===== config.mk =====
export PLATFORM = sky130hd
export DESIGN_NAME = cs_delay_gen
export DESIGN_NICKNAME = d
export VERILOG_FILES = /design/src/rtl/cs_dly_pkg.sv /design/src/rtl/cs_ratio_dec.sv /design/src/rtl/cs_delay_calc.sv /design/src/rtl/cs_seq.sv /design/src/rtl/cs_delay_gen.sv
export SDC_FILE = /design/constraint.sdc
export NUM_CORES = 1
export LEC_CHECK = 0
export BUFFER_PORTS_ARGS = -buffer_cell sky130_fd_sc_hd__buf_2
export CORE_MARGIN = 2
export CORE_UTILIZATION = 50
export DETAILED_ROUTE_END_ITERATION = 10
export PLACE_DENSITY = 0.75
export SYNTH_ARGS = -nofsm -noshare
export SYNTH_HDL_FRONTEND = slang
export SYNTH_HIERARCHICAL = 1
export SYNTH_SLANG_ARGS = --single-unit

===== constraint.sdc =====
create_clock -name clk -period 2.1 [get_ports clk]
set_input_delay 0.42 -clock clk [delete_from_list [all_inputs] [get_ports clk]]
set_output_delay 0.42 -clock clk [all_outputs]
set_load 0.1 [all_outputs]

===== src/rtl/cs_dly_pkg.sv =====
package cs_dly_pkg;

    typedef enum logic [1:0] {
        ST_IDLE = 2'b00,
        ST_WAIT = 2'b01,
        ST_ON   = 2'b10
    } cs_state_e;

    localparam logic [1:0] CODE_NONE  = 2'b00;
    localparam logic [1:0] CODE_NONE2 = 2'b01;
    localparam logic [1:0] CODE_SHORT = 2'b10;
    localparam logic [1:0] CODE_LONG  = 2'b11;

    localparam logic [1:0] SEL_DIV2 = 2'b00;
    localparam logic [1:0] SEL_DIV4 = 2'b01;
    localparam logic [1:0] SEL_DIV8 = 2'b10;

endpackage


===== src/rtl/cs_ratio_dec.sv =====
module cs_ratio_dec #(
    parameter int SEL_W     = 2,
    parameter int MAX_LOG2  = 3,
    parameter int CNT_W     = 5
) (
    input  logic [SEL_W-1:0] ratio_sel,
    output logic [CNT_W-1:0] ratio_ticks,
    output logic             is_div2,
    output logic             is_div4
);
    localparam int SHIFT_W = $clog2(MAX_LOG2 + 1);

    logic [SHIFT_W-1:0] shift_w;

    always_comb begin
        // Selector value n picks 2^(n+1), saturating at the largest ratio.
        if (32'(ratio_sel) + 1 >= MAX_LOG2) begin
            shift_w = SHIFT_W'(MAX_LOG2);
        end else begin
            shift_w = SHIFT_W'(32'(ratio_sel) + 1);
        end
        ratio_ticks = CNT_W'(1) << shift_w;
        is_div2     = (shift_w == SHIFT_W'(1));
        is_div4     = (shift_w == SHIFT_W'(2));
    end
endmodule


===== src/rtl/cs_delay_calc.sv =====
module cs_delay_calc
    import cs_dly_pkg::*;
#(
    parameter int CNT_W = 5
) (
    input  logic [CNT_W-1:0] ratio_ticks,
    input  logic             is_div2,
    input  logic             is_div4,
    input  logic [1:0]       dly_code,
    input  logic             ext_dly,
    input  logic             relax,
    output logic [CNT_W-1:0] dly_ticks
);
    logic [CNT_W-1:0] quarter_w;
    logic [CNT_W-1:0] half_w;
    logic [CNT_W-1:0] double_w;
    logic [CNT_W-1:0] triple_w;

    always_comb begin
        half_w    = ratio_ticks >> 1;
        // A quarter cannot be resolved at ratio 2: fold to a half.
        quarter_w = is_div2 ? half_w : (ratio_ticks >> 2);
        double_w  = ratio_ticks << 1;
        triple_w  = double_w + ratio_ticks;

        dly_ticks = '0;
        unique case (dly_code)
            CODE_NONE, CODE_NONE2: dly_ticks = '0;
            CODE_SHORT: begin
                if (!ext_dly) begin
                    dly_ticks = quarter_w;
                end else if (is_div4) begin
                    dly_ticks = ratio_ticks;
                end else begin
                    dly_ticks = double_w;
                end
            end
            CODE_LONG: begin
                if (!ext_dly) begin
                    dly_ticks = half_w;
                end else if (relax) begin
                    dly_ticks = triple_w;
                end else begin
                    dly_ticks = double_w;
                end
            end
            default: dly_ticks = '0;
        endcase
    end
endmodule


===== src/rtl/cs_seq.sv =====
module cs_seq
    import cs_dly_pkg::*;
#(
    parameter int CNT_W = 5
) (
    input  logic             clk,
    input  logic             rst_n,
    input  logic             start,
    input  logic             access_end,
    input  logic [CNT_W-1:0] dly_ticks,
    output logic             cs_n,
    output cs_state_e        state,
    output logic [CNT_W-1:0] cnt
);
    typedef struct packed {
        cs_state_e        state;
        logic [CNT_W-1:0] cnt;
        logic             cs_n;
    } seq_t;

    seq_t seq_d;
    seq_t seq_q;

    always_comb begin
        seq_d = seq_q;
        unique case (seq_q.state)
            ST_IDLE: begin
                if (start && !access_end) begin
                    if (dly_ticks == '0) begin
                        seq_d.state = ST_ON;
                        seq_d.cs_n  = 1'b0;
                    end else begin
                        seq_d.state = ST_WAIT;
                        seq_d.cnt   = dly_ticks;
                    end
                end
            end
            ST_WAIT: begin
                if (access_end) begin
                    seq_d.state = ST_IDLE;
                    seq_d.cnt   = '0;
                end else if (seq_q.cnt == CNT_W'(1)) begin
                    seq_d.state = ST_ON;
                    seq_d.cnt   = '0;
                    seq_d.cs_n  = 1'b0;
                end else begin
                    seq_d.cnt = seq_q.cnt - CNT_W'(1);
                end
            end
            ST_ON: begin
                if (access_end) begin
                    seq_d.state = ST_IDLE;
                    seq_d.cs_n  = 1'b1;
                end
            end
            default: begin
                seq_d.state = ST_IDLE;
                seq_d.cnt   = '0;
                seq_d.cs_n  = 1'b1;
            end
        endcase
    end

    always_ff @(posedge clk or negedge rst_n) begin
        if (!rst_n) begin
            seq_q.state <= ST_IDLE;
            seq_q.cnt   <= '0;
            seq_q.cs_n  <= 1'b1;
        end else begin
            seq_q <= seq_d;
        end
    end

    assign cs_n  = seq_q.cs_n;
    assign state = seq_q.state;
    assign cnt   = seq_q.cnt;
endmodule


===== src/rtl/cs_delay_gen.sv =====
module cs_delay_gen
    import cs_dly_pkg::*;
#(
    parameter int MAX_LOG2 = 3,
    parameter int MAX_MULT = 3,
    parameter int SEL_W    = 2
) (
    input  logic             clk,
    input  logic             rst_n,
    input  logic [SEL_W-1:0] ratio_sel,
    input  logic [1:0]       dly_code,
    input  logic             ext_dly,
    input  logic             relax,
    input  logic             addr_latched,
    input  logic             access_end,
    output logic             cs_n
);
    localparam int MAX_RATIO = 1 << MAX_LOG2;
    localparam int MAX_TICKS = MAX_MULT * MAX_RATIO;
    localparam int CNT_W     = $clog2(MAX_TICKS + 1);

    logic [CNT_W-1:0] ratio_ticks;
    logic             is_div2;
    logic             is_div4;
    logic [CNT_W-1:0] dly_ticks;
    cs_state_e        seq_state;
    logic [CNT_W-1:0] seq_cnt;

    cs_ratio_dec #(
        .SEL_W    (SEL_W),
        .MAX_LOG2 (MAX_LOG2),
        .CNT_W    (CNT_W)
    ) ratio_i (
        .ratio_sel   (ratio_sel),
        .ratio_ticks (ratio_ticks),
        .is_div2     (is_div2),
        .is_div4     (is_div4)
    );

    cs_delay_calc #(
        .CNT_W (CNT_W)
    ) calc_i (
        .ratio_ticks (ratio_ticks),
        .is_div2     (is_div2),
        .is_div4     (is_div4),
        .dly_code    (dly_code),
        .ext_dly     (ext_dly),
        .relax       (relax),
        .dly_ticks   (dly_ticks)
    );

    cs_seq #(
        .CNT_W (CNT_W)
    ) seq_i (
        .clk        (clk),
        .rst_n      (rst_n),
        .start      (addr_latched),
        .access_end (access_end),
        .dly_ticks  (dly_ticks),
        .cs_n       (cs_n),
        .state      (seq_state),
        .cnt        (seq_cnt)
    );
endmodule


-- After elaboration in Yosys (flattened, before gate mapping)
Cells that the tools add are included.
- add/sub/neg operators: 3
- order comparisons: 1
- equal/unequal tests: 15
- shift operators: 1
- multiplexer cells: 21
- bitwise logic cells: 1
- reductions and logical operators: 9
- operators with widths (operator ; count):
    two-way mux 5 bit ; 6
    case mux 5 bit (3 select lines) ; 2
    == test 2 bit, second input constant ; 4
    two-way mux 2 bit ; 4
    two-way mux 8 bit ; 1
    two-way mux 7 bit ; 1
    == test 2 x 1 -> 1 bit, second input constant ; 3
    inequality test 2 x 1 -> 1 bit, second input constant ; 3
    inequality test 2 bit, second input constant ; 3
    case mux 2 bit (3 select lines) ; 1
    AND reduction 3 bit ; 2
    adder 5 bit ; 1
    == test 5 x 1 -> 1 bit, second input constant ; 1
    logical NOT 5 bit ; 1
    AND reduction 5 bit ; 1
    left shift 1 x 2 -> 5 bit, first input constant ; 1
    subtractor 5 x 1 -> 5 bit, second input constant ; 1
    logical NOT 2 bit ; 2
    two-way mux 1 bit ; 4
    two-way mux 4 bit ; 1
    adder 2 x 1 -> 3 bit, second input constant ; 1
    >= comparator 3 x 2 -> 1 bit, second input constant ; 1
    inequality test 3 x 2 -> 1 bit, second input constant ; 1
    case mux 1 bit (3 select lines) ; 1
    other kinds (4) ; 4
- register bits after elaboration: 8
- output and inout port bits: 1
- logic and storage cells: 54

-- Logic depth before layout (Yosys ltp)
Gate-level depths: netlist of the first run.
- depth after elaboration: 12
- gate-level depth with buffers: 12
- depth with buffers taken out: 11

-- By module
Netlist of the first run, hierarchy kept.
- modules (own cells, without submodules) (module ; instances ; cells an instance ; area each (um2) ; seq. area each (um2)):
    cs_seq ; 1 ; 61 ; 548.0 ; 201.4
    cs_delay_calc ; 1 ; 48 ; 355.3 ; 0.0
    cs_ratio_dec ; 1 ; 8 ; 47.5 ; 0.0

-- Worst setup path before layout of the first run
OpenSTA, ideal clock, no wires.
- path type: input port to flip-flop
- from: input port ratio_sel[0]
- to: register seq_i/cnt[1] (netlist name)
- library setup time: 0.125 ns
- data arrival time: 2.954 ns
- required time: 1.975 ns
- slack: -0.978 ns
- stages on the path: 11
- cells stage by stage: nor2b_1 -> buf_4 -> fa_1 -> mux2i_1 -> nand2_1 -> o211a_1 -> o21a_1 -> or4_4 -> o211a_4 -> nor2_2 -> mux2_2
- longest elaborated chain between the ends: 11
- elaborated cells on any way between the ends: 19
- ends and longest elaborated chain (element ; line ; source):
    start: declaration ; cs_delay_gen.sv:10 ; input logic [SEL_W-1:0] ratio_sel,
    adder 2 x 1 -> 3 bit (*) ; cs_ratio_dec.sv:20 ; shift_w = SHIFT_W'(32'(ratio_sel) + 1);
    >= comparator 3 x 2 -> 1 bit ; cs_ratio_dec.sv:17 ; if (32'(ratio_sel) + 1 >= MAX_LOG2) begin
    two-way mux 2 bit (*) ; cs_ratio_dec.sv:17 ;
    left shift 1 x 2 -> 5 bit (*) ; cs_ratio_dec.sv:22 ; ratio_ticks = CNT_W'(1) << shift_w;
    named net ratio_ticks[2] ; cs_delay_gen.sv:22 ; logic [CNT_W-1:0] ratio_ticks;
    adder 5 bit ; cs_delay_calc.sv:24 ; triple_w = double_w + ratio_ticks;
    two-way mux 5 bit ; cs_delay_calc.sv:41 ; end else if (relax) begin
    two-way mux 5 bit ; cs_delay_calc.sv:39 ; if (!ext_dly) begin
    case mux 5 bit (3 select lines) (*) ; cs_delay_calc.sv:27 ; unique case (dly_code)
    named net dly_ticks[2] ; cs_delay_gen.sv:25 ; logic [CNT_W-1:0] dly_ticks;
    logical NOT 5 bit (*) ; cs_seq.sv:29 ; if (dly_ticks == '0) begin
    inequality test 2 bit (no line) (*) ; -- ;
    AND reduction 3 bit (no line) (*) ; -- ;
The timed path passes the listed nets; every way through them passes the cells marked *. The select of a mux whose other input is x is not followed.
A chain may end at the register's enable or synchronous reset.

-- Worst setup path in the final report of the first run
- from: input port ratio_sel[0]
- to: register seq_i/cnt[4] (netlist name)
- elaborated cells on any way between the ends: 19
- RTL lines (element ; line ; source):
    adder 2 x 1 -> 3 bit (*) ; cs_ratio_dec.sv:20 ;
    >= comparator 3 x 2 -> 1 bit ; cs_ratio_dec.sv:17 ;
    two-way mux 2 bit (*) ; cs_ratio_dec.sv:17 ;
    == test 2 bit (*) ; cs_ratio_dec.sv:24 ; is_div4 = (shift_w == SHIFT_W'(2));
    named net is_div4 ; cs_delay_gen.sv:24 ; logic is_div4;
    two-way mux 5 bit (*) ; cs_delay_calc.sv:32 ; end else if (is_div4) begin
    two-way mux 5 bit (*) ; cs_delay_calc.sv:30 ; if (!ext_dly) begin
    case mux 5 bit (3 select lines) (*) ; cs_delay_calc.sv:27 ;
    named net dly_ticks[2] ; cs_delay_gen.sv:25 ;
    logical NOT 5 bit (*) ; cs_seq.sv:29 ;
    inequality test 2 bit (no line) (*) ; -- ;
    AND reduction 3 bit (no line) (*) ; -- ;
Marks and branches as above.

==> results by group, run 1 <==
Final layout
  • Non-filler cells in the finished layout: 165
  • Final nets: 157
  • Final instance area: 0.00131 mm²
  • Register Area: 201 µm²
  • Antenna diode count: 0
  • Final Util: 74.0%
  • Fill cell count: 136
  • Synth-to-Final Area Change: 37.2%
  • Multi-input logic area: 812 µm²
  • Layout cells sized above 1: 41.4%

Pwr
  • Leakage power figure: 0.565 nW
  • Power per Cell Area: 764 mW/mm²
  • Max IR drop VDD: 0.000719 V

STA
  • Tmin final: 2.64 ns
  • Worst Tran Pin Value: 0.648 ns
  • Final Slew Violations: 0
  • Final Setup Violations: 8
  • Final Cycle Share: 126%
  • Fin. Hold Viols: 0
  • Slew margin rel.: 56.8%
  • RSZ-0062 raised after global routing: true
  • Worst-case clock skew: 0.00350 ns
  • Final Worst Setup Slack: -0.538 ns
  • Achievable Freq: 0.379 GHz

Worst hold path
  • Worst hold start: access_end
  • Hold depth: 3
  • Worst hold endpoint: seq_i/state[1]
  • Worst Hold Class: input pin to register

Global routing
  • Largest net degree at the start of global routing: 18
  • Vias in the first global route: 935
  • Global-route wire length before repair: 4200 µm
  • Aggregate global-route resource usage: 26.3%
  • Initial antenna violation count: 0
  • Total grt overflow: 0

Drt
  • Top sig layer: met4
  • Routed WL: 2740 µm
  • # DRC: 0
  • Vias per cell: 6.07
  • First-pass detailed-route iteration total: 4
  • Met3 WL: 110 µm
  • Average routed wire per standard cell: 16.6 µm
  • Starting DRC count in detailed routing: 21
  • Wl on met1: 1190 µm
  • Via Count: 1001
  • Antenna-violating nets left: 0
  • DR WL met2: 1400 µm

Yosys
  • Yosys top cell area share: 18.4%
  • Asr flop ratio synth: 100%
  • Top cells by area, synth: dfrtp_1 18%, ha_1 6.6%, mux2i_1 6.3%
  • Avg Synthesized Cell Area: 8.13 µm²
  • Post-synth EDFFs: 0
  • Primary FF master, synth: dfrtp_1
  • Cell accounting for the most synthesized area: dfrtp_1
  • Most numerous cell in the Yosys netlist: nand2_1
  • Mapped Area: 951 µm²
  • Yosys cell types: 45
  • Most frequent cells after synthesis: 10 x nand2_1, 8 x o21ai_0, 7 x a21oi_1, 7 x dfrtp_1, 6 x mux2i_1
  • Post-Syn Instances: 117
  • FF+latch count, synth: 8
  • Yosys warning total: 6
  • Sequential area share after synthesis: 21.2%

Critical path
  • Crit path launch type: input pin
  • FF-to-FF path depth: 6
  • Reg-to-reg startpoint: seq_i/cnt[1]
  • CP peak stage delay: 0.43 ns
  • Crit-path cells: buf_8 -> nor2b_4 -> fa_2 -> mux2i_1 -> nand2_1 -> o211a_1 -> o21a_1 -> or4_4 -> o211a_4 -> buf_6 -> o22ai_2 -> o2bb2ai_2
  • CP endpoint kind: register
  • CP Max Fanout: 4
  • Flop2flop setup slack: 0.14 ns
  • FF-to-FF End: seq_i/cnt[3]
  • Worst endpoint data arrival time: 2.82 ns
  • Slowest cell on the critical path: fa_2
  • Crit path kind: input pin to register
  • CP Data Required Time: 2.28 ns

Die
  • Row count: 15
  • Core box area: 0.00176 mm²
  • Die width: 47.6 µm
  • Initial Util: 53.9%
  • Die Y: 47.6 µm
  • Die Area: 0.00227 mm²
  • Num ports: 11

Placement
  • DP Area: 0.00109 mm²
  • Placed cells: 155
  • DP Wirelength: 1650 µm
  • Buffers on Ports: 10
  • Dpl ws: -0.894 ns
  • GPL Wtd Cong: 0.869

CTS
  • Clock-pin slew of the registers on the worst-case setup and hold paths: 0.06 ns
  • Clock root buffer: clkbuf_4
  • Max clock buf depth: 2
  • Clk sink count: 8
  • TritonCTS clock tree: yes
  • Latest clock arrival within the worst-skew pair: 0.26 ns
  • H-Tree Depth: 1
  • Total clock buffers created by CTS: 3

Outcome
  • Failing checks: negative setup slack
  • Outcome: finished with violations

Run
  • Max Cap Viol: 0
[report_power, final]
group          switching [W]  leakage, nW  internal [W]  total, W
logic               0.000324        0.447      0.000256  0.000580
clock network      0.0000587       0.0150     0.0000731  0.000132
registers          0.0000729        0.103      0.000213  0.000286
total               0.000456        0.565      0.000541  0.000997
[stage by stage]
stage / power [W] / hold WS, ns / TNS [ns]
after floorplan: 0.000640 / 0.124 / -4.34
after global placement: 0.000727 / 0.269 / -5.36
after detailed placement: 0.000738 / 0.274 / -5.70
after CTS: 0.000933 / 0.487 / -2.66
after global routing: 0.00106 / 0.486 / -3.73
final: 0.000997 / 0.491 / -3.09
[area by class of cell]
cell class / instances / area share [%]
tap: 25 / 2.40
timing repair buffer: 28 / 16.5
inverter: 5 / 1.44
multi-input combinational: 95 / 62.2
sequential: 8 / 15.4
clock buffer: 4 / 2.01
[worst max-delay path, delay by kind of cell]
family	cells	cell delay, ns
fa+ha+maj	1	0.43
mux	1	0.16
simple gates	3	0.69
buf+inv	2	0.22
compound gates	5	0.90
[registers in the layout, summed over array words and instances (netlist names)]
| name | cells |
|---|---|
| seq_i/cnt | 5 |
| seq_i/state | 2 |
| seq_i/cs_n | 1 |
[what timing repair did]
action | CTS | global route
pin swaps | 9 | 7
gates resized for setup | 21 | 8
cloned | 0 | 0
hold buffers | 1 | 0
endpoints found under the setup margin | 8 | 8
buffers inserted | 5 | 0
endpoints found under the hold margin | 7 | 0
[layout by cell type, fill, tap and decap left out, types with 4 or more instances in the layout]
master and n:
buf_2 8, ha_1 4, buf_4 15, dfrtp_1 7, inv_1 4, o21ai_0 6
nor2_1 4, mux2i_1 6, a21oi_1 5, nand2_1 10
[how the worst max path moves through the flow]
stage                     cells after the start          from      endpoint  slack, ns
after global routing                         12  ratio_sel[0]  seq_i/cnt[4]      -0.61
after detailed placement                     11  ratio_sel[1]  seq_i/cnt[1]      -0.89
after CTS                                    11  ratio_sel[0]  seq_i/cnt[1]      -0.51
after floorplan                              11  ratio_sel[0]  seq_i/cnt[1]      -0.78
after global placement                       11  ratio_sel[1]  seq_i/cnt[1]      -0.84
final                                        12  ratio_sel[0]  seq_i/cnt[4]      -0.54
[kinds of logic after synthesis]
family                     after synthesis  synth area share (%)
AOI/OAI and AO/OA                       38                  27.8
buffers and inverters                   15                  7.50
xor gates and xnor gates                 1                 0.921
DFF                                      8                  21.2
and+or+nand+nor                         38                  22.5
muxes                                   10                  11.1
other                                    1                 0.394
adders and majority gates                6                  8.68
[metal layers]
layer | vias up | global-route usage, %
met4 | 0 | 12.4
met3 | 4 | 8.30
met1 | 494 | 33.6
li1 | 475 | -
met2 | 28 | 40.5
met5 | - | 0
No activity file was read; power rests on OpenSTA's default activity.
==> inputs of run 2 (changes only) <==
CORE_MARGIN = 4   (was 2)
CTS_BUF_LIST = sky130_fd_sc_hd__clkbuf_4 sky130_fd_sc_hd__clkbuf_8 sky130_fd_sc_hd__clkbuf_16   (was unset)
==> run 2 against run 1 <==
Effect of this change:
- the flow still finishes with violations (negative setup slack)
- sequential share of layout area is 0.18 points higher
- design area down 1.2%
- global-route usage shrank 7.4 points
- hold slack improved by 0.018 ns
- critical endpoint is now seq_i/cnt[1]
==> results by group, run 2 (synthesis results as in run 1) <==
Global routing
  • Global-route wire length before repair: 3930 µm (was 4200 µm)
  • Vias in the first global route: 920 (was 935)
  • Aggregate global-route resource usage: 18.9% (was 26.3%)
  • Initial antenna violation count: 0 (unchanged)
  • Total grt overflow: 0 (unchanged)
  • Largest net degree at the start of global routing: 18 (unchanged)

Critical path
  • FF-to-FF End: seq_i/cnt[3] (unchanged)
  • Crit-path cells: buf_8 -> nor2b_4 -> fa_2 -> mux2i_1 -> nand2_1 -> o211a_1 -> o21a_1 -> or4_4 -> o211a_4 -> nor2_4 -> mux2_4 (was buf_8 -> nor2b_4 -> fa_2 -> mux2i_1 -> nand2_1 -> o211a_1 -> o21a_1 -> or4_4 -> o211a_4 -> buf_6 -> o22ai_2 -> o2bb2ai_2)
  • Buf+Inv Stages, Crit Path: 1 (was 2)
  • Reg-to-reg startpoint: seq_i/cnt[1] (unchanged)
  • Crit path kind: input pin to register (unchanged)
  • CP endpoint kind: register (unchanged)
  • Flop2flop setup slack: 0.12 ns (was 0.14 ns)
  • CP Data Required Time: 2.24 ns (was 2.28 ns)
  • Slowest cell on the critical path: fa_2 (unchanged)
  • CP peak stage delay: 0.45 ns (was 0.43 ns)
  • CP Max Fanout: 4 (unchanged)
  • Crit path launch type: input pin (unchanged)
  • Stages on worst setup path: 11 (was 12)
  • Worst endpoint data arrival time: 2.80 ns (was 2.82 ns)
  • FF-to-FF path depth: 6 (unchanged)
  • Crit path max-delay family: simple AND/OR/NAND/NOR gates (was compound AO/OA/AOI/OAI gates)

Pwr
  • Register share of total power: 28.2% (was 28.6%)
  • Psw: 0.000447 W (was 0.000456 W)
  • Power per Cell Area: 775 mW/mm² (was 764 mW/mm²)
  • Clock share of power: 13.9% (was 13.2%)
  • Sw Share: 44.7% (was 45.7%)
  • Comb pwr share: 57.8% (was 58.1%)
  • Power Internal: 0.000554 W (was 0.000541 W)
  • Leakage power figure: 0.558 nW (was 0.565 nW)
  • Max IR drop VDD: 0.000645 V (was 0.000719 V)

Die
  • Row count: 15 (unchanged)
  • Initial Util: 53.9% (unchanged)
  • Die Area: 0.00266 mm² (was 0.00227 mm²)
  • Die width: 51.6 µm (was 47.6 µm)
  • Core box area: 0.00176 mm² (unchanged)
  • Die Y: 51.6 µm (was 47.6 µm)
  • Num ports: 11 (unchanged)

STA
  • Final Cycle Share: 126% (about the same)
  • Worst Tran Pin Value: 0.651 ns (was 0.648 ns)
  • Achievable Freq: 0.377 GHz (was 0.379 GHz)
  • Final Worst Setup Slack: -0.553 ns (was -0.538 ns)
  • Fin. Hold Viols: 0 (unchanged)
  • Tmin final: 2.65 ns (was 2.64 ns)
  • Final Setup Violations: 8 (unchanged)
  • RSZ-0062 raised after global routing: true (unchanged)
  • Final Slew Violations: 0 (unchanged)
  • Slew margin rel.: 56.6% (was 56.8%)
  • Worst-case clock skew: 0.00767 ns (was 0.00350 ns)

Drt
  • Antenna-violating nets left: 0 (unchanged)
  • Routed WL: 2470 µm (was 2740 µm)
  • Vias per cell: 5.79 (was 6.07)
  • # DRC: 0 (unchanged)
  • First-pass detailed-route iteration total: 4 (unchanged)
  • Average routed wire per standard cell: 15.2 µm (was 16.6 µm)
  • Starting DRC count in detailed routing: 46 (was 21)
  • Via Count: 944 (was 1001)

Final layout
  • Non-filler cells in the finished layout: 163 (was 165)
  • Antenna diode count: 0 (unchanged)
  • Reg with most FFs: seq_i/cnt (unchanged)
  • Synth-to-Final Area Change: 35.7% (was 37.2%)
  • Fill cell count: 135 (was 136)
  • Most frequent cells in the layout: 13 x buf_4, 10 x nand2_1, 8 x o21ai_0, 8 x buf_2, 7 x dfrtp_1 (was 15 x buf_4, 10 x nand2_1, 8 x buf_2)
  • Most common cell after layout, fill and taps aside: buf_4 (unchanged)
  • Layout cells sized above 1: 40.6% (was 41.4%)
  • Top flop regs: seq_i/cnt: 5 flops, seq_i/state: 2 flops, seq_i/cs_n: 1 flops (unchanged)
  • Max reg flops: 5 (unchanged)
  • Final nets: 155 (was 157)

Worst hold path
  • Worst hold start: access_end (unchanged)
  • Worst hold endpoint: seq_i/state[1] (unchanged)
  • Worst Hold Class: input pin to register (unchanged)
  • Hold depth: 3 (unchanged)

Outcome
  • Failing checks: negative setup slack (unchanged)
  • Outcome: finished with violations (unchanged)

Run
  • Max Cap Viol: 0 (unchanged)

CTS
  • Clk sink count: 8 (unchanged)
  • H-Tree Depth: 1 (unchanged)
  • TritonCTS clock tree: yes (unchanged)
  • Max clock buf depth: 2 (unchanged)
  • Clock-pin slew of the registers on the worst-case setup and hold paths: 0.06 ns (about the same)
  • Latest clock arrival within the worst-skew pair: 0.26 ns (about the same)
  • Clock root buffer: clkbuf_4 (unchanged)
  • Total clock buffers created by CTS: 3 (unchanged)

Placement
  • Dpl ws: -0.892 ns (was -0.894 ns)
  • DP Wirelength: 1730 µm (was 1650 µm)
  • GPL Wtd Cong: 0.855 (was 0.869)
  • Placed cells: 156 (was 155)
  • Buffers on Ports: 10 (unchanged)
==> run 2: power by group through the flow <==
stage	combinational, W	sequential (W)	clock, W
after global placement	0.000461	0.000271	0
after floorplan	0.000314	0.000326	0
final	0.000579	0.000282	0.000139
after global routing	0.000619	0.000293	0.000151
after CTS	0.000530	0.000275	0.000144
after detailed placement	0.000475	0.000275	0
==> run 2: through the flow <==
step	utilization, %	hold slack (ns)	total power [W]	cell area [µm²]	TNS [ns]
final	73.1	0.509	0.00100	1290	-3.31
after detailed placement	62.1	0.271	0.000749	1090	-5.93
after global routing	73.1	0.523	0.00106	1290	-3.53
after global placement	62.1	0.268	0.000733	1090	-5.46
after CTS	71.1	0.497	0.000950	1250	-2.83
after floorplan	-	0.124	0.000640	972	-4.34
==> run 2: timing repair <==
item	4_1_cts	5_1_grt
pin swaps	7	4
endpoints found under the hold margin	4	0
setup endpoints to repair	8	8
gates resized for setup	20	6
hold buffers	1	0
setup buffers	2	0
==> run 2: routing by layer <==
layer / part of all wire, % / wire (µm) / up-vias / track usage [%]
li1: - / - / 474 / -
met1: 48 / 1200 / 451 / 25.8
met2: 47 / 1170 / 17 / 30.7
met3: 3.5 / 87 / 2 / 5.16
met4: 0.57 / 14 / 0 / 2.18
met5: 0 / 0 / - / 0
==> run 2: cell type report <==
cell class              instances  area (µm²)  share of cell area, %
well taps                      25        31.3                   2.42
inverters                       5        18.8                   1.45
repair buffers                 26         200                   15.5
clock buffers                   4        30.0                   2.33
flip-flops and latches          8         201                   15.6
multi-input cells              95         808                   62.7
==> run 2: worst max-delay path by stage <==
stage                       startpoint           end  slack [ns]
after floorplan           ratio_sel[0]  seq_i/cnt[1]       -0.78
after global placement    ratio_sel[1]  seq_i/cnt[1]       -0.83
after detailed placement  ratio_sel[1]  seq_i/cnt[1]       -0.89
after CTS                 ratio_sel[1]  seq_i/cnt[1]       -0.48
after global routing      ratio_sel[1]  seq_i/cnt[1]       -0.56
final                     ratio_sel[1]  seq_i/cnt[1]       -0.55
==> run 2: worst reg2reg max path, delay by kind of cell, from the launching register on <==
| kind | cells | cell delay (ns) |
|---|---|---|
| AOI/OAI and AO/OA | 2 | 0.36 |
| adders and majority gates | 1 | 0.17 |
| DFF | 1 | 0.40 |
| buffers and inverters | 1 | 0.09 |
| and+or+nand+nor | 2 | 0.86 |
==> inputs of run 3 (changes only) <==
MAX_ROUTING_LAYER = met4   (was unset)
==> run 3 against run 2 <==
Effect of this change:
- the run still ends with negative setup slack left
- total power down 0.10%
- register-to-register slack worse by 0.03 ns
- die area unchanged
- combinational power is essentially flat
- critical path depth is the same
- sequential cell count did not move
- fmax hardly changed
- critical path type unchanged
- largest cell class unchanged
==> results by group, run 3 (synthesis results as in run 1) <==
Outcome
  • Outcome: finished with violations (unchanged)
  • Failing checks: negative setup slack (unchanged)

Placement
  • GPL Wtd Cong: 0.868 (was 0.855)
  • DP Area: 0.00109 mm² (unchanged)
  • DP Wirelength: 1730 µm (unchanged)
  • Buffers on Ports: 10 (unchanged)
  • Placed cells: 156 (unchanged)

Final layout
  • Top flop regs: seq_i/cnt: 5 flops, seq_i/state: 2 flops, seq_i/cs_n: 1 flops (unchanged)
  • Max reg flops: 5 (unchanged)
  • Final nets: 155 (unchanged)
  • Antenna diode count: 0 (unchanged)
  • Most common cell after layout, fill and taps aside: buf_4 (unchanged)
  • Synth-to-Final Area Change: 35.7% (unchanged)
  • Final instance area: 0.00129 mm² (unchanged)
  • Reg with most FFs: seq_i/cnt (unchanged)
  • Fill cell count: 135 (unchanged)
  • Most frequent cells in the layout: 13 x buf_4, 10 x nand2_1, 8 x o21ai_0, 8 x buf_2, 7 x dfrtp_1 (unchanged)
  • Non-filler cells in the finished layout: 163 (unchanged)
  • Layout cells sized above 1: 40.6% (unchanged)

Drt
  • Starting DRC count in detailed routing: 42 (was 46)
  • Vias per cell: 5.82 (was 5.79)
  • Antenna-violating nets left: 0 (unchanged)
  • Via Count: 948 (was 944)
  • Routed WL: 2450 µm (was 2470 µm)
  • Average routed wire per standard cell: 15.0 µm (was 15.2 µm)
  • First-pass detailed-route iteration total: 4 (unchanged)
  • # DRC: 0 (unchanged)

Global routing
  • Total grt overflow: 0 (unchanged)
  • Global-route wire length before repair: 3930 µm (unchanged)
  • Vias in the first global route: 923 (was 920)
  • Aggregate global-route resource usage: 19.4% (was 18.9%)
  • Initial antenna violation count: 0 (unchanged)
  • Largest net degree at the start of global routing: 18 (unchanged)

CTS
  • H-Tree Depth: 1 (unchanged)
  • TritonCTS clock tree: yes (unchanged)
  • Total clock buffers created by CTS: 3 (unchanged)
  • Clk sink count: 8 (unchanged)
  • Max clock buf depth: 2 (unchanged)
  • Clock-pin slew of the registers on the worst-case setup and hold paths: 0.06 ns (about the same)
  • Clock root buffer: clkbuf_4 (unchanged)
  • Latest clock arrival within the worst-skew pair: 0.26 ns (about the same)

Critical path
  • Worst Setup EP: seq_i/cnt[1] (unchanged)
  • CP Data Required Time: 2.24 ns (about the same)
  • FF-to-FF path depth: 6 (unchanged)
  • Critical Path Start: ratio_sel[1] (unchanged)
  • Reg-to-reg startpoint: seq_i/cnt[1] (unchanged)
  • Flop2flop setup slack: 0.09 ns (was 0.12 ns)
  • Worst endpoint data arrival time: 2.80 ns (about the same)
  • Crit path launch type: input pin (unchanged)
  • CP endpoint kind: register (unchanged)
  • Crit path kind: input pin to register (unchanged)
  • CP Max Fanout: 4 (unchanged)
  • FF-to-FF End: seq_i/cnt[3] (unchanged)

STA
  • Final Setup Violations: 8 (unchanged)
  • Final Slew Violations: 0 (unchanged)
  • Achievable Freq: 0.377 GHz (about the same)
  • Worst Tran Pin Value: 0.658 ns (was 0.651 ns)
  • Slew margin rel.: 56.1% (was 56.6%)
  • Fin. Hold Viols: 0 (unchanged)
  • Tmin final: 2.65 ns (about the same)
  • Final Worst Setup Slack: -0.554 ns (was -0.553 ns)
  • RSZ-0062 raised after global routing: true (unchanged)
  • Worst-case clock skew: 0.00752 ns (was 0.00767 ns)
  • Final Cycle Share: 126% (about the same)

Die
  • Row count: 15 (unchanged)
  • Die width: 51.6 µm (unchanged)
  • Core box area: 0.00176 mm² (unchanged)
  • Die Y: 51.6 µm (unchanged)
  • Initial Util: 53.9% (unchanged)
  • Die Area: 0.00266 mm² (unchanged)
  • Num ports: 11 (unchanged)

Pwr
  • Power per Cell Area: 775 mW/mm² (about the same)
  • Leakage power figure: 0.558 nW (unchanged)
  • Max IR drop VDD: 0.000646 V (was 0.000645 V)

Worst hold path
  • Worst hold start: access_end (unchanged)
  • Worst Hold Class: input pin to register (unchanged)

Run
  • Max Cap Viol: 0 (unchanged)
==> run 3: cell counts in the layout (fill, tap and decap cells not counted) <==
Identical to the previous run, type by type.
==> run 3: metrics by stage <==
step | power [W] | hold WS [ns] | utilization (%) | TNS, ns | setup WS, ns
finish | 0.000999 | 0.501 | 73.1 | -3.30 | -0.554
detailed placement | 0.000749 | 0.271 | 62.1 | -5.93 | -0.892
global route | 0.00106 | 0.523 | 73.1 | -3.53 | -0.564
floorplan | 0.000640 | 0.124 | - | -4.34 | -0.782
global placement | 0.000733 | 0.268 | 62.1 | -5.46 | -0.829
CTS | 0.000950 | 0.497 | 71.1 | -2.83 | -0.480
==> run 3: layout make-up <==
class,instances,area (µm²),area share [%]
Inverter,5,18.8,1.45
Timing Repair Buffer,26,200,15.5
Sequential cell,8,201,15.6
Clock buffer,4,30.0,2.33
Multi-Input combinational cell,95,808,62.7
Tap cell,25,31.3,2.42
==> run 3: power breakdown <==
part / leakage [nW] / internal (W) / switching (W) / total (W)
Sequential: 0.103 / 0.000213 / 0.0000692 / 0.000282
Combinational: 0.437 / 0.000255 / 0.000323 / 0.000578
Clock: 0.0184 / 0.0000857 / 0.0000536 / 0.000139
==> run 3: worst min path at each step <==
stage,end,slack (ns),depth (start not counted)
2_1_floorplan,seq_i/cnt[0],0.12,0
3_3_place_gp,seq_i/state[0],0.27,1
3_5_place_dp,seq_i/state[0],0.27,1
4_1_cts,seq_i/state[1],0.50,3
5_1_grt,seq_i/state[1],0.52,3
6_report,seq_i/state[1],0.50,3
==> run 3: layer usage <==
| metal | global-route usage, % | part of all wire (%) | up-vias |
|---|---|---|---|
| met5 | - | 0 | - |
| met4 | 2.18 | 0.57 | 0 |
| met3 | 4.58 | 4.5 | 2 |
| met2 | 30.7 | 47 | 19 |
| met1 | 26.1 | 47 | 451 |
| li1 | - | - | 476 |
==> run 3: worst max-delay path, stage by stage <==
cell     delay [ns]
buf_8          0.11
nor2b_4        0.16
fa_2           0.45
mux2i_1        0.17
nand2_1        0.08
o211a_1        0.13
o21a_1         0.19
or4_4          0.42
o211a_4        0.27
nor2_4         0.08
mux2_4         0.30
==> run 3: repair_timing <==
item	in CTS	in global routing
gates resized for setup	20	6
hold endpoints to repair	4	0
buffers inserted	2	0
hold buffers	1	0
setup endpoints to repair	8	8
pin swaps	7	4
